`src/rtl/rq_pkg.sv`:
```
package rq_pkg;

    typedef enum logic [1:0] {
        RQ_EMPTY   = 2'd0,
        RQ_PARTIAL = 2'd1,
        RQ_FULL    = 2'd2
    } rq_fill_e;

    // Slot count for a request: bounded by the buffer, never below one.
    function automatic int unsigned rq_fit(input int unsigned req, input int unsigned total);
        int unsigned c;
        c = (req > total) ? total : req;
        return (c == 0) ? 1 : c;
    endfunction

    // Circular pointer step, with step <= total.
    function automatic int unsigned rq_advance(input int unsigned ptr, input int unsigned step,
                                               input int unsigned total);
        int unsigned s;
        s = ptr + step;
        return (s >= total) ? s - total : s;
    endfunction

endpackage

```
`src/rtl/rq_normalize.sv`:
```
module rq_normalize
    import rq_pkg::*;
#(
    parameter int SLOTS = 12,
    parameter int UOP_W = 5,
    parameter int CNT_W = 4
)(
    input  logic [UOP_W-1:0] uops,
    output logic [CNT_W-1:0] nslots
);

    always_comb begin
        nslots = CNT_W'(rq_fit(32'(uops), SLOTS));
    end

endmodule

```
`src/rtl/rq_slot_store.sv`:
```
module rq_slot_store #(
    parameter int SLOTS = 12,
    parameter int ID_W  = 8,
    parameter int PTR_W = 4,
    parameter int CNT_W = 4
)(
    input  logic                   clk,
    input  logic                   rst,
    input  logic                   wr_en,
    input  logic [PTR_W-1:0]       wr_idx,
    input  logic [ID_W-1:0]        wr_id,
    input  logic [CNT_W-1:0]       wr_n,
    input  logic                   set_en,
    input  logic [PTR_W-1:0]       set_idx,
    input  logic [SLOTS-1:0]       clr,
    output logic [SLOTS*ID_W-1:0]  ids,
    output logic [SLOTS*CNT_W-1:0] nsl,
    output logic [SLOTS-1:0]       exec
);

    for (genvar i = 0; i < SLOTS; i++) begin : g_slot
        logic [ID_W-1:0]  id_q;
        logic [CNT_W-1:0] n_q;
        logic             ex_q;

        always_ff @(posedge clk) begin
            if (rst) begin
                id_q <= '0;
                n_q  <= '0;
                ex_q <= 1'b0;
            end else if (wr_en && wr_idx == PTR_W'(i)) begin
                id_q <= wr_id;
                n_q  <= wr_n;
                ex_q <= 1'b0;
            end else begin
                if (set_en && set_idx == PTR_W'(i)) ex_q <= 1'b1;
                if (clr[i])                         ex_q <= 1'b0;
            end
        end

        assign ids[i*ID_W +: ID_W]   = id_q;
        assign nsl[i*CNT_W +: CNT_W] = n_q;
        assign exec[i]               = ex_q;
    end


    write_free_chk: assert property (@(posedge clk) disable iff (rst)
        wr_en |-> !exec[wr_idx]);

endmodule

```
`src/rtl/rq_retire_walk.sv`:
```
module rq_retire_walk
    import rq_pkg::*;
#(
    parameter int SLOTS = 12,
    parameter int LANES = 4,
    parameter int ID_W  = 8,
    parameter int PTR_W = 4,
    parameter int CNT_W = 4
)(
    input  logic [PTR_W-1:0]       head,
    input  logic [CNT_W-1:0]       free,
    input  logic [SLOTS*ID_W-1:0]  ids,
    input  logic [SLOTS*CNT_W-1:0] nsl,
    input  logic [SLOTS-1:0]       exec,
    output logic [LANES-1:0]       ret_valid,
    output logic [LANES*ID_W-1:0]  ret_id,
    output logic [SLOTS-1:0]       clr,
    output logic [PTR_W-1:0]       head_nx,
    output logic [CNT_W-1:0]       freed
);

    always_comb begin
        int  p;
        int  left;
        int  n;
        int  acc;
        logic go;
        ret_valid = '0;
        ret_id    = '0;
        clr       = '0;
        p         = int'(head);
        left      = SLOTS - int'(free);
        acc       = 0;
        n         = 0;
        go        = 1'b1;
        for (int k = 0; k < LANES; k++) begin
            if (go && left > 0 && exec[p]) begin
                n                        = int'(nsl[p*CNT_W +: CNT_W]);
                ret_valid[k]             = 1'b1;
                ret_id[k*ID_W +: ID_W]   = ids[p*ID_W +: ID_W];
                clr[p]                   = 1'b1;
                left                     = left - n;
                acc                      = acc + n;
                p                        = int'(rq_advance(p, n, SLOTS));
            end else begin
                go = 1'b0;
            end
        end
        head_nx = PTR_W'(p);
        freed   = CNT_W'(acc);
    end

endmodule

```
`src/rtl/retire_queue.sv`:
```
module retire_queue
    import rq_pkg::*;
#(
    parameter int SLOTS      = 12,
    parameter int MAX_RETIRE = 4,
    parameter int ID_W       = 8,
    parameter int UOP_W      = 5,
    localparam int PTR_W     = (SLOTS > 1) ? $clog2(SLOTS) : 1,
    localparam int CNT_W     = $clog2(SLOTS + 1),
    localparam int LANES     = (MAX_RETIRE == 0 || MAX_RETIRE > SLOTS) ? SLOTS : MAX_RETIRE
)(
    input  logic                  clk,
    input  logic                  rst,
    input  logic                  rsv_valid,
    input  logic [UOP_W-1:0]      rsv_uops,
    input  logic [ID_W-1:0]       rsv_id,
    output logic                  rsv_ready,
    output logic [PTR_W-1:0]      rsv_token,
    input  logic                  done_valid,
    input  logic [PTR_W-1:0]      done_token,
    output logic                  done_err,
    output logic [LANES-1:0]      ret_valid,
    output logic [LANES*ID_W-1:0] ret_id,
    output logic [CNT_W-1:0]      free_slots,
    output logic                  empty
);

    logic [PTR_W-1:0]       head_q, alloc_q, head_nx;
    logic [CNT_W-1:0]       free_q, free_d, rsv_n, freed;
    rq_fill_e               fill_q, fill_d;
    logic [SLOTS*ID_W-1:0]  ids;
    logic [SLOTS*CNT_W-1:0] nsl;
    logic [SLOTS-1:0]       exec, clr;
    logic                   rsv_fire, tok_ok, exec_hit, set_en;

    rq_normalize #(.SLOTS(SLOTS), .UOP_W(UOP_W), .CNT_W(CNT_W)) u_norm (
        .uops   (rsv_uops),
        .nslots (rsv_n)
    );

    rq_slot_store #(.SLOTS(SLOTS), .ID_W(ID_W), .PTR_W(PTR_W), .CNT_W(CNT_W)) u_store (
        .clk     (clk),
        .rst     (rst),
        .wr_en   (rsv_fire),
        .wr_idx  (alloc_q),
        .wr_id   (rsv_id),
        .wr_n    (rsv_n),
        .set_en  (set_en),
        .set_idx (done_token),
        .clr     (clr),
        .ids     (ids),
        .nsl     (nsl),
        .exec    (exec)
    );

    rq_retire_walk #(.SLOTS(SLOTS), .LANES(LANES), .ID_W(ID_W), .PTR_W(PTR_W),
                     .CNT_W(CNT_W)) u_walk (
        .head      (head_q),
        .free      (free_q),
        .ids       (ids),
        .nsl       (nsl),
        .exec      (exec),
        .ret_valid (ret_valid),
        .ret_id    (ret_id),
        .clr       (clr),
        .head_nx   (head_nx),
        .freed     (freed)
    );

    // Handshake and completion screening
    always_comb begin
        rsv_ready = (free_q >= rsv_n);
        rsv_token = alloc_q;
        rsv_fire  = rsv_valid && rsv_ready;
        tok_ok    = (32'(done_token) < SLOTS);
        exec_hit  = tok_ok ? exec[done_token] : 1'b0;
        done_err  = done_valid && (!tok_ok || exec_hit);
        set_en    = done_valid && !done_err;
        free_d    = free_q - (rsv_fire ? rsv_n : '0) + freed;
    end

    // Fill-state transitions
    always_comb begin
        fill_d = fill_q;
        unique case (fill_q)
            RQ_EMPTY: begin
                if (rsv_fire) fill_d = (free_d == '0) ? RQ_FULL : RQ_PARTIAL;
            end
            RQ_PARTIAL: begin
                if (free_d == CNT_W'(SLOTS)) fill_d = RQ_EMPTY;
                else if (free_d == '0)       fill_d = RQ_FULL;
            end
            RQ_FULL: begin
                if (free_d == CNT_W'(SLOTS)) fill_d = RQ_EMPTY;
                else if (free_d != '0)       fill_d = RQ_PARTIAL;
            end
            default: fill_d = RQ_EMPTY;
        endcase
    end

    // State register
    always_ff @(posedge clk) begin
        if (rst) begin
            head_q  <= '0;
            alloc_q <= '0;
            free_q  <= CNT_W'(SLOTS);
            fill_q  <= RQ_EMPTY;
        end else begin
            head_q <= head_nx;
            if (rsv_fire)
                alloc_q <= PTR_W'(rq_advance(32'(alloc_q), 32'(rsv_n), SLOTS));
            free_q <= free_d;
            fill_q <= fill_d;
        end
    end

    // Outputs
    always_comb begin
        free_slots = free_q;
        empty      = (fill_q == RQ_EMPTY);
    end


    free_in_range_chk: assert property (@(posedge clk) disable iff (rst)
        free_slots <= CNT_W'(SLOTS));


    empty_matches_free_chk: assert property (@(posedge clk) disable iff (rst)
        empty |-> (free_slots == CNT_W'(SLOTS) && !ret_valid[0]));


    full_matches_free_chk: assert property (@(posedge clk) disable iff (rst)
        (fill_q == RQ_FULL) |-> (free_slots == '0));


    ready_has_room_chk: assert property (@(posedge clk) disable iff (rst)
        rsv_ready |-> (free_slots != '0));


    reserve_nonempty_chk: assert property (@(posedge clk) disable iff (rst)
        (rsv_valid && rsv_ready) |=> !empty);


    for (genvar k = 1; k < LANES; k++) begin : g_lane_chk
        lane_order_chk: assert property (@(posedge clk) disable iff (rst)
            ret_valid[k] |-> ret_valid[k-1]);
    end

endmodule

```
`config.mk`:
```
export PLATFORM = sky130hd
export DESIGN_NAME = retire_queue
export DESIGN_NICKNAME = d
export VERILOG_FILES = /design/src/rtl/rq_pkg.sv /design/src/rtl/rq_normalize.sv /design/src/rtl/rq_slot_store.sv /design/src/rtl/rq_retire_walk.sv /design/src/rtl/retire_queue.sv
export SDC_FILE = /design/constraint.sdc
export NUM_CORES = 1
export LEC_CHECK = 0
export BUFFER_PORTS_ARGS = -buffer_cell sky130_fd_sc_hd__buf_4
export CAP_MARGIN = 20
export CORE_MARGIN = 4
export CORE_UTILIZATION = 43
export CTS_CLUSTER_SIZE = 16
export DETAILED_ROUTE_END_ITERATION = 7
export GPL_TIMING_DRIVEN = 1
export HOLD_SLACK_MARGIN = 0.08
export PLACE_DENSITY = 0.57
export SLEW_MARGIN = 20
export SYNTH_ARGS = -nofsm -noshare
export SYNTH_HDL_FRONTEND = slang
export SYNTH_SLANG_ARGS = --single-unit
```
`constraint.sdc`:
```
create_clock -name clk -period 19.3 [get_ports clk]
set_clock_uncertainty 0.15 [all_clocks]
set_input_delay 3.86 -clock clk [delete_from_list [all_inputs] [get_ports clk]]
set_output_delay 3.86 -clock clk [all_outputs]
set_load 0.02 [all_outputs]
```
==> results of run 1 <==
## metal layers
layer / up-vias / GRT usage [%]
met3: 376 / 6.37
li1: 8216 / -
met1: 8838 / 43.0
met4: 0 / 29.0
met2: 1155 / 62.3
met5: - / 0
## sequential cells by signal (all words and copies together), names as in the netlist
name	flops
head_q	4
rsv_token	4
u_store.g_slot.id_q	96
free_slots	4
u_store.g_slot.n_q	48
fill_q	2
u_store.g_slot.ex_q	12
## power groups by stage
| stage | Combinational, mW | Clock, mW | Sequential (mW) |
|---|---|---|---|
| after floorplan | 0.721 | 0 | 0.395 |
| after global placement | 1.00 | 0 | 0.415 |
| after detailed placement | 1.00 | 0 | 0.415 |
| after CTS | 1.01 | 0.354 | 0.406 |
| after global routing | 1.13 | 0.368 | 0.410 |
| final | 1.03 | 0.354 | 0.409 |
## worst max-delay path by stage
stage,to,cells after the start,slack [ns],from
floorplan,ret_id[24],52,3.36,head_q[0]$_SDFF_PP0_
global placement,ret_id[27],49,1.59,head_q[0]$_SDFF_PP0_
detailed placement,ret_id[27],49,1.31,head_q[0]$_SDFF_PP0_
CTS,ret_id[27],49,0.77,head_q[0]$_SDFF_PP0_
global route,ret_id[25],50,0.17,head_q[0]$_SDFF_PP0_
finish,ret_id[27],50,1.03,head_q[3]$_SDFF_PP0_
## Yosys cell counts (all sizes together) (48+ instances only)
master	number	area share, %
a211oi	49	2.4
a21oi	233	7.3
buf	55	1.8
clkbuf	120	2.8
dfxtp	170	21
ha	62	4.8
inv	61	1.4
mux2i	48	3.2
mux4	52	7.2
nand2	587	14
nand3	127	3.9
nor2	146	3.4
nor3	50	1.7
o21ai	97	3.0
## cells in the final DEF (no fill, tap or decap), types with 41 or more instances in the layout
| cell | count |
|---|---|
| a211oi_1 | 45 |
| a221oi_1 | 43 |
| dfxtp_1 | 167 |
| mux4_2 | 52 |
| nand3_1 | 127 |
| nor3_1 | 44 |
| ha_1 | 62 |
| o21ai_0 | 87 |
| nand2_1 | 586 |
| nor2_1 | 144 |
| a21oi_1 | 230 |
| buf_4 | 106 |
| inv_1 | 54 |
| mux2i_1 | 41 |
## logic make-up after synthesis
logic type	synth area share [%]
adder cells (fa/ha/maj)	6.55
multiplexers	11.1
XOR/XNOR	2.53
AO/OA/AOI/OAI	24.4
AND/OR/NAND/NOR	28.4
buffers and inverters	6.09
flip-flops	20.9
## area by class of cell
class,count,share of cell area [%]
clock buffers,19,2.51
inverters,65,1.40
well taps,511,3.62
multi-input cells,1904,67.9
repair buffers,106,4.51
clock inverters,13,0.737
flip-flops and latches,170,19.3
## critical path, delay by kind of cell (launching register included)
family                     cells  cell delay [ns]
muxes                          2             0.65
adders and majority gates      6             1.78
DFF                            1             1.00
xor gates and xnor gates       5             1.56
and+or+nand+nor               15             3.68
buffers and inverters          8             2.07
AOI/OAI and AO/OA             14             2.99
## repair_timing
action,CTS,global route
gates resized for setup,0,3
buffers inserted,0,0
setup endpoints to repair,0,8
==> run summary, run 1 <==
Critical Path RT: 15.29 ns
CP Capture Type: output pin
CTS root buffer: clkbuf_16
peak supply drop: 0.0000797 V
Worst EP arrival: 14.26 ns
worst-margin pin slew: 1.23 ns
sequential cell fraction of total power: 22.8%
Pwr Total: 1.79 mW
FFs w/ async S/R, synth: 0%
cell depth of the worst flop-to-flop path: 63
final hold vios: 0
Multi-input gate area: 0.0120 sq mm
number of DRC markers in iteration 0: 2256
Comb pwr share: 57.4%
Min Hold Slack: 0.360 ns
max cap viols: 0
status: finished with violations
first-pass GRT wire length: 116000 um
Syn. warnings: 0
crit share post-route: 94.7%
routed wire length: 78800 um
internal power: 911 uW
Clock Latency Late Sink: 0.47 ns
synth unique cells: 93
final setup fails: 0
Fmax: 54.7 MHz
Layout area overhead: 8.41%
Critical Path Slowest Stage Cell: dfxtp_1
Design Area, Final: 0.0177 sq mm
worst reg-to-reg setup slack: 2.18 ns
post-layout net count: 2361
number of vias per cell: 6.67
Global Route Usage Sum: 37.5%
initial core utilization: 43.4%
Seq cells post-synth: 170
Diodes inserted: 0
post-place setup slack: 1.31 ns
antenna violations before repair: 0
post-layout worst setup margin: 1.03 ns
Die ar.: 0.0410 sq mm
post-route insts no fill: 2788
CORE AREA: 0.0375 sq mm
Post-Syn Area per Cell: 7.04 sq um
FF-to-FF End: free_slots[3]$_SDFF_PP1_
Sw Share: 49.1%
clock slew at reported path FFs: 0.07 ns
failing checks: design-rule violations
Hold EP: u_store.g_slot[9].id_q[7]$_SDFFE_PP0P_
sequential cell area: 0.00341 sq mm
leak pwr: 6.25 nW
total negative slack: 0 ns
delay of the slowest critical-path stage: 1.00 ns
Die W: 203 um
port bufs: 67
GRT overflow: 0
H-tree depth: 4
vias in the first global route: 17700
RSZ-0062 raised after global routing: no
cts bufs inserted: 17
dpl cell area: 0.0171 sq mm
Pwr Density: 101 mW/mm^2
Placer Congestion: 1.08
Hold Path Stages: 2
Clock Path Buffers: 2
class of the most critical setup path: reg2out
Crit Path Max Fanout: 21
largest net degree at the start of global routing: 89
layout cells sized above 1: 11.5%
post-layout min period: 18.27 ns
Post-Place Cells: 2756
RR Startpoint: head_q[3]$_SDFF_PP0_
post-synthesis sequential area ratio: 20.9%
ys flop type: dfxtp_1
syn nets: 2411
fillers: 3942
std cell rows: 71
EDFF count, synth: 0
startpoint type of the worst setup path: flip-flop
hold_buf cts: 0
DR WL met2: 36300 um
Detail Route Antenna Nets: 0
dpl hpwl: 57400 um
M1 WL: 28500 um
Rel. slew slack: 17.3%
Die Ht: 203 um
uppermost layer routed: met4
Hold Crit Start: u_store.g_slot[9].id_q[7]$_SDFFE_PP0P_
CTS Sinks: 170
TritonCTS clock tree: built
first drt pass iteration count: 8
NetSw: 878 uW
Core Util, Final: 47.1%
WL met3: 6240 um
# DRC: 3
Pins Over Slew Limit: 0
Syn Inst Count: 2314
Vias: 18600
Hold WC Path Type: reg2reg
Routed WL per cell: 28.3 um
I/O pin count: 68
Mapped Area: 0.0163 sq mm
clock group share of total power: 19.8%
most used cell along the critical path: ha_1
No activity file was read; power rests on OpenSTA's default activity.
==> run 2, diff against run 1 <==
--- a/config.mk
+++ b/config.mk
@@ -8,13 +8,13 @@
 export BUFFER_PORTS_ARGS = -buffer_cell sky130_fd_sc_hd__buf_4
 export CAP_MARGIN = 20
 export CORE_MARGIN = 4
-export CORE_UTILIZATION = 43
+export CORE_UTILIZATION = 40
+export CTS_BUF_LIST = sky130_fd_sc_hd__clkbuf_4 sky130_fd_sc_hd__clkbuf_8 sky130_fd_sc_hd__clkbuf_16
 export CTS_CLUSTER_SIZE = 16
 export DETAILED_ROUTE_END_ITERATION = 7
 export GPL_TIMING_DRIVEN = 1
 export HOLD_SLACK_MARGIN = 0.08
-export PLACE_DENSITY = 0.57
-export SLEW_MARGIN = 20
+export PLACE_DENSITY = 0.54
 export SYNTH_ARGS = -nofsm -noshare
 export SYNTH_HDL_FRONTEND = slang
 export SYNTH_SLANG_ARGS = --single-unit
==> run summary, run 2 (synthesis gave the netlist of run 1 again) <==
Clock Path Buffers: 2 (unchanged)
post-layout min period: 18.22 ns (-0.0509 ns)
leak pwr: 6.29 nW (+0.65%)
cts repair resizes: 0 (unchanged)
post-layout net count: 2369 (+0.34%)
Buf/Inv on CP: 8 (unchanged)
largest registers: u_store.g_slot.id_q x96, u_store.g_slot.n_q x48, u_store.g_slot.ex_q x12
layout cells sized above 1: 11.8% (+0.35 points)
Crit Path Max Fanout: 34 (+62%)
Layout area overhead: 8.91%
Global Route Usage Sum: 35.3% (-2.2 points)
worst-margin pin slew: 1.18 ns (-0.0522 ns)
routed wire length: 79500 um (+0.87%)
number of vias per cell: 6.51 (-2.4%)
Hold WC Path Type: reg2reg
fillers: 4190 (+6.3%)
Vias: 18300 (-1.6%)
startpoint type of the worst setup path: flip-flop
Post-CTS Setup Inserts: 0 (unchanged)
max cap viols: 0 (unchanged)
RSZ-0062 raised after global routing: no
Rel. slew slack: 21.5% (+4.2 points)
Pins Over Slew Limit: 0 (unchanged)
Critical Path RT: 15.29 ns (about the same)
crit share post-route: 94.4% (-0.26 points)
most used cell along the critical path: ha_1
final hold vios: 0 (unchanged)
CTS root buffer: clkbuf_16
first-pass GRT wire length: 116000 um (-0.43%)
class of the most critical setup path: reg2out
first drt pass iteration count: 6 (-2)
Critical Path Slowest Stage Cell: dfxtp_2
clock slew at reported path FFs: 0.07 ns (about the same)
Worst EP arrival: 14.21 ns (-0.05 ns)
GRT overflow: 0 (unchanged)
CORE AREA: 0.0400 sq mm (+6.7%)
Pwr Total: 1.80 mW (+0.80%)
CP Capture Type: output pin
number of DRC markers in iteration 0: 2267 (+0.49%)
largest net degree at the start of global routing: 89 (unchanged)
hold_buf cts: 0 (unchanged)
final setup fails: 0 (unchanged)
Die Ht: 210 um (+3.5%)
total negative slack: 0 ns (unchanged)
status: finished, final reports clean
Die ar.: 0.0440 sq mm (+7.2%)
Placer Congestion: 1.03 (-4.4%)
delay of the slowest critical-path stage: 0.94 ns (-0.06 ns)
max reg flops: 96 (unchanged)
antenna violations before repair: 0 (unchanged)
Crit path max-delay family: simple AND/OR/NAND/NOR gates
dpl hpwl: 58100 um (+1.3%)
Routed WL per cell: 28.3 um (about the same)
Pwr Density: 102 mW/mm^2 (+0.34%)
initial core utilization: 40.7% (-2.7 points)
I/O pin count: 68 (unchanged)
port bufs: 67 (unchanged)
TritonCTS clock tree: built
peak supply drop: 0.000102 V (+28%)
Detail Route Antenna Nets: 0 (unchanged)
H-tree depth: 4 (unchanged)
most frequent cells in the layout: nand2_1 (586), a21oi_1 (230), dfxtp_1 (168)
Biggest register: u_store.g_slot.id_q
Fmax: 54.9 MHz (+0.28%)
Clock Latency Late Sink: 0.49 ns (+0.02 ns)
CTS Sinks: 170 (unchanged)
std cell rows: 73 (+2.8%)
cts bufs inserted: 17 (unchanged)
vias in the first global route: 17100 (-3.8%)
Die W: 210 um (+3.5%)
Diodes inserted: 0 (unchanged)
# DRC: 0 (-3)
most common cell after layout, fill and taps aside: nand2_1
==> run 2: metrics by stage <==
stage          instance area [sq um]  util, %  setup slack [ns]  hold slack [ns]  instances
2_1_floorplan                  16300        -              3.36            0.319       2314
6_report                       17700     44.3              1.08            0.358       2810
3_5_place_dp                   17100     42.8              1.82            0.350       2777
3_3_place_gp                   17100     42.8              2.12            0.338       2777
4_1_cts                        17700     44.3              1.23            0.360       2809
5_1_grt                        17700     44.3            0.0876            0.387       2810
==> run 2: metal layers <==
layer  vias to the layer above  wire length [um]  part of all wire, %  track usage, %
li1                       8228                 -                    -               -
met1                      8774             30300                   38            42.0
met2                      1009             36500                   46            57.7
met3                       278              5830                  7.3            6.22
met4                         0              6920                  8.7            24.3
met5                         -                 0                    0               0
==> run 2: power by group <==
part	total [mW]	internal, mW	switching (mW)
sequential	0.405	0.367	0.0378
combinational	1.03	0.356	0.676
clock	0.366	0.195	0.171
==> run 2: area by class of cell <==
type | instances | area (sq um) | share of cell area (%)
inverter | 65 | 248 | 1.40
timing repair buffer | 114 | 853 | 4.81
sequential | 170 | 3410 | 19.2
multi-input combinational | 1904 | 12000 | 67.6
tap | 525 | 657 | 3.70
clock buffer | 18 | 433 | 2.44
clock inverter | 14 | 158 | 0.889
==> run 2: final timing paths <==
kind                                                             start                                     end  slack, ns  depth (start not counted)
worst max-delay path                              head_q[1]$_SDFF_PP0_                              ret_id[25]       1.08                         48
worst min-delay path            u_store.g_slot[8].id_q[7]$_SDFFE_PP0P_  u_store.g_slot[8].id_q[7]$_SDFFE_PP0P_       0.36                          2
worst max register to register                    head_q[1]$_SDFF_PP0_                free_slots[3]$_SDFF_PP1_       1.59                         62
worst min register to register  u_store.g_slot[8].id_q[7]$_SDFFE_PP0P_  u_store.g_slot[8].id_q[7]$_SDFFE_PP0P_       0.36                          2
==> run 2: worst register-to-register path, delay by kind of cell (launching register included) <==
kind                       cells  cell delay (ns)
buffers and inverters          7             1.84
muxes                          2             0.67
DFF                            1             0.94
AOI/OAI and AO/OA             15             3.63
xor gates and xnor gates      11             2.55
adders and majority gates     11             3.64
and+or+nand+nor               16             4.18
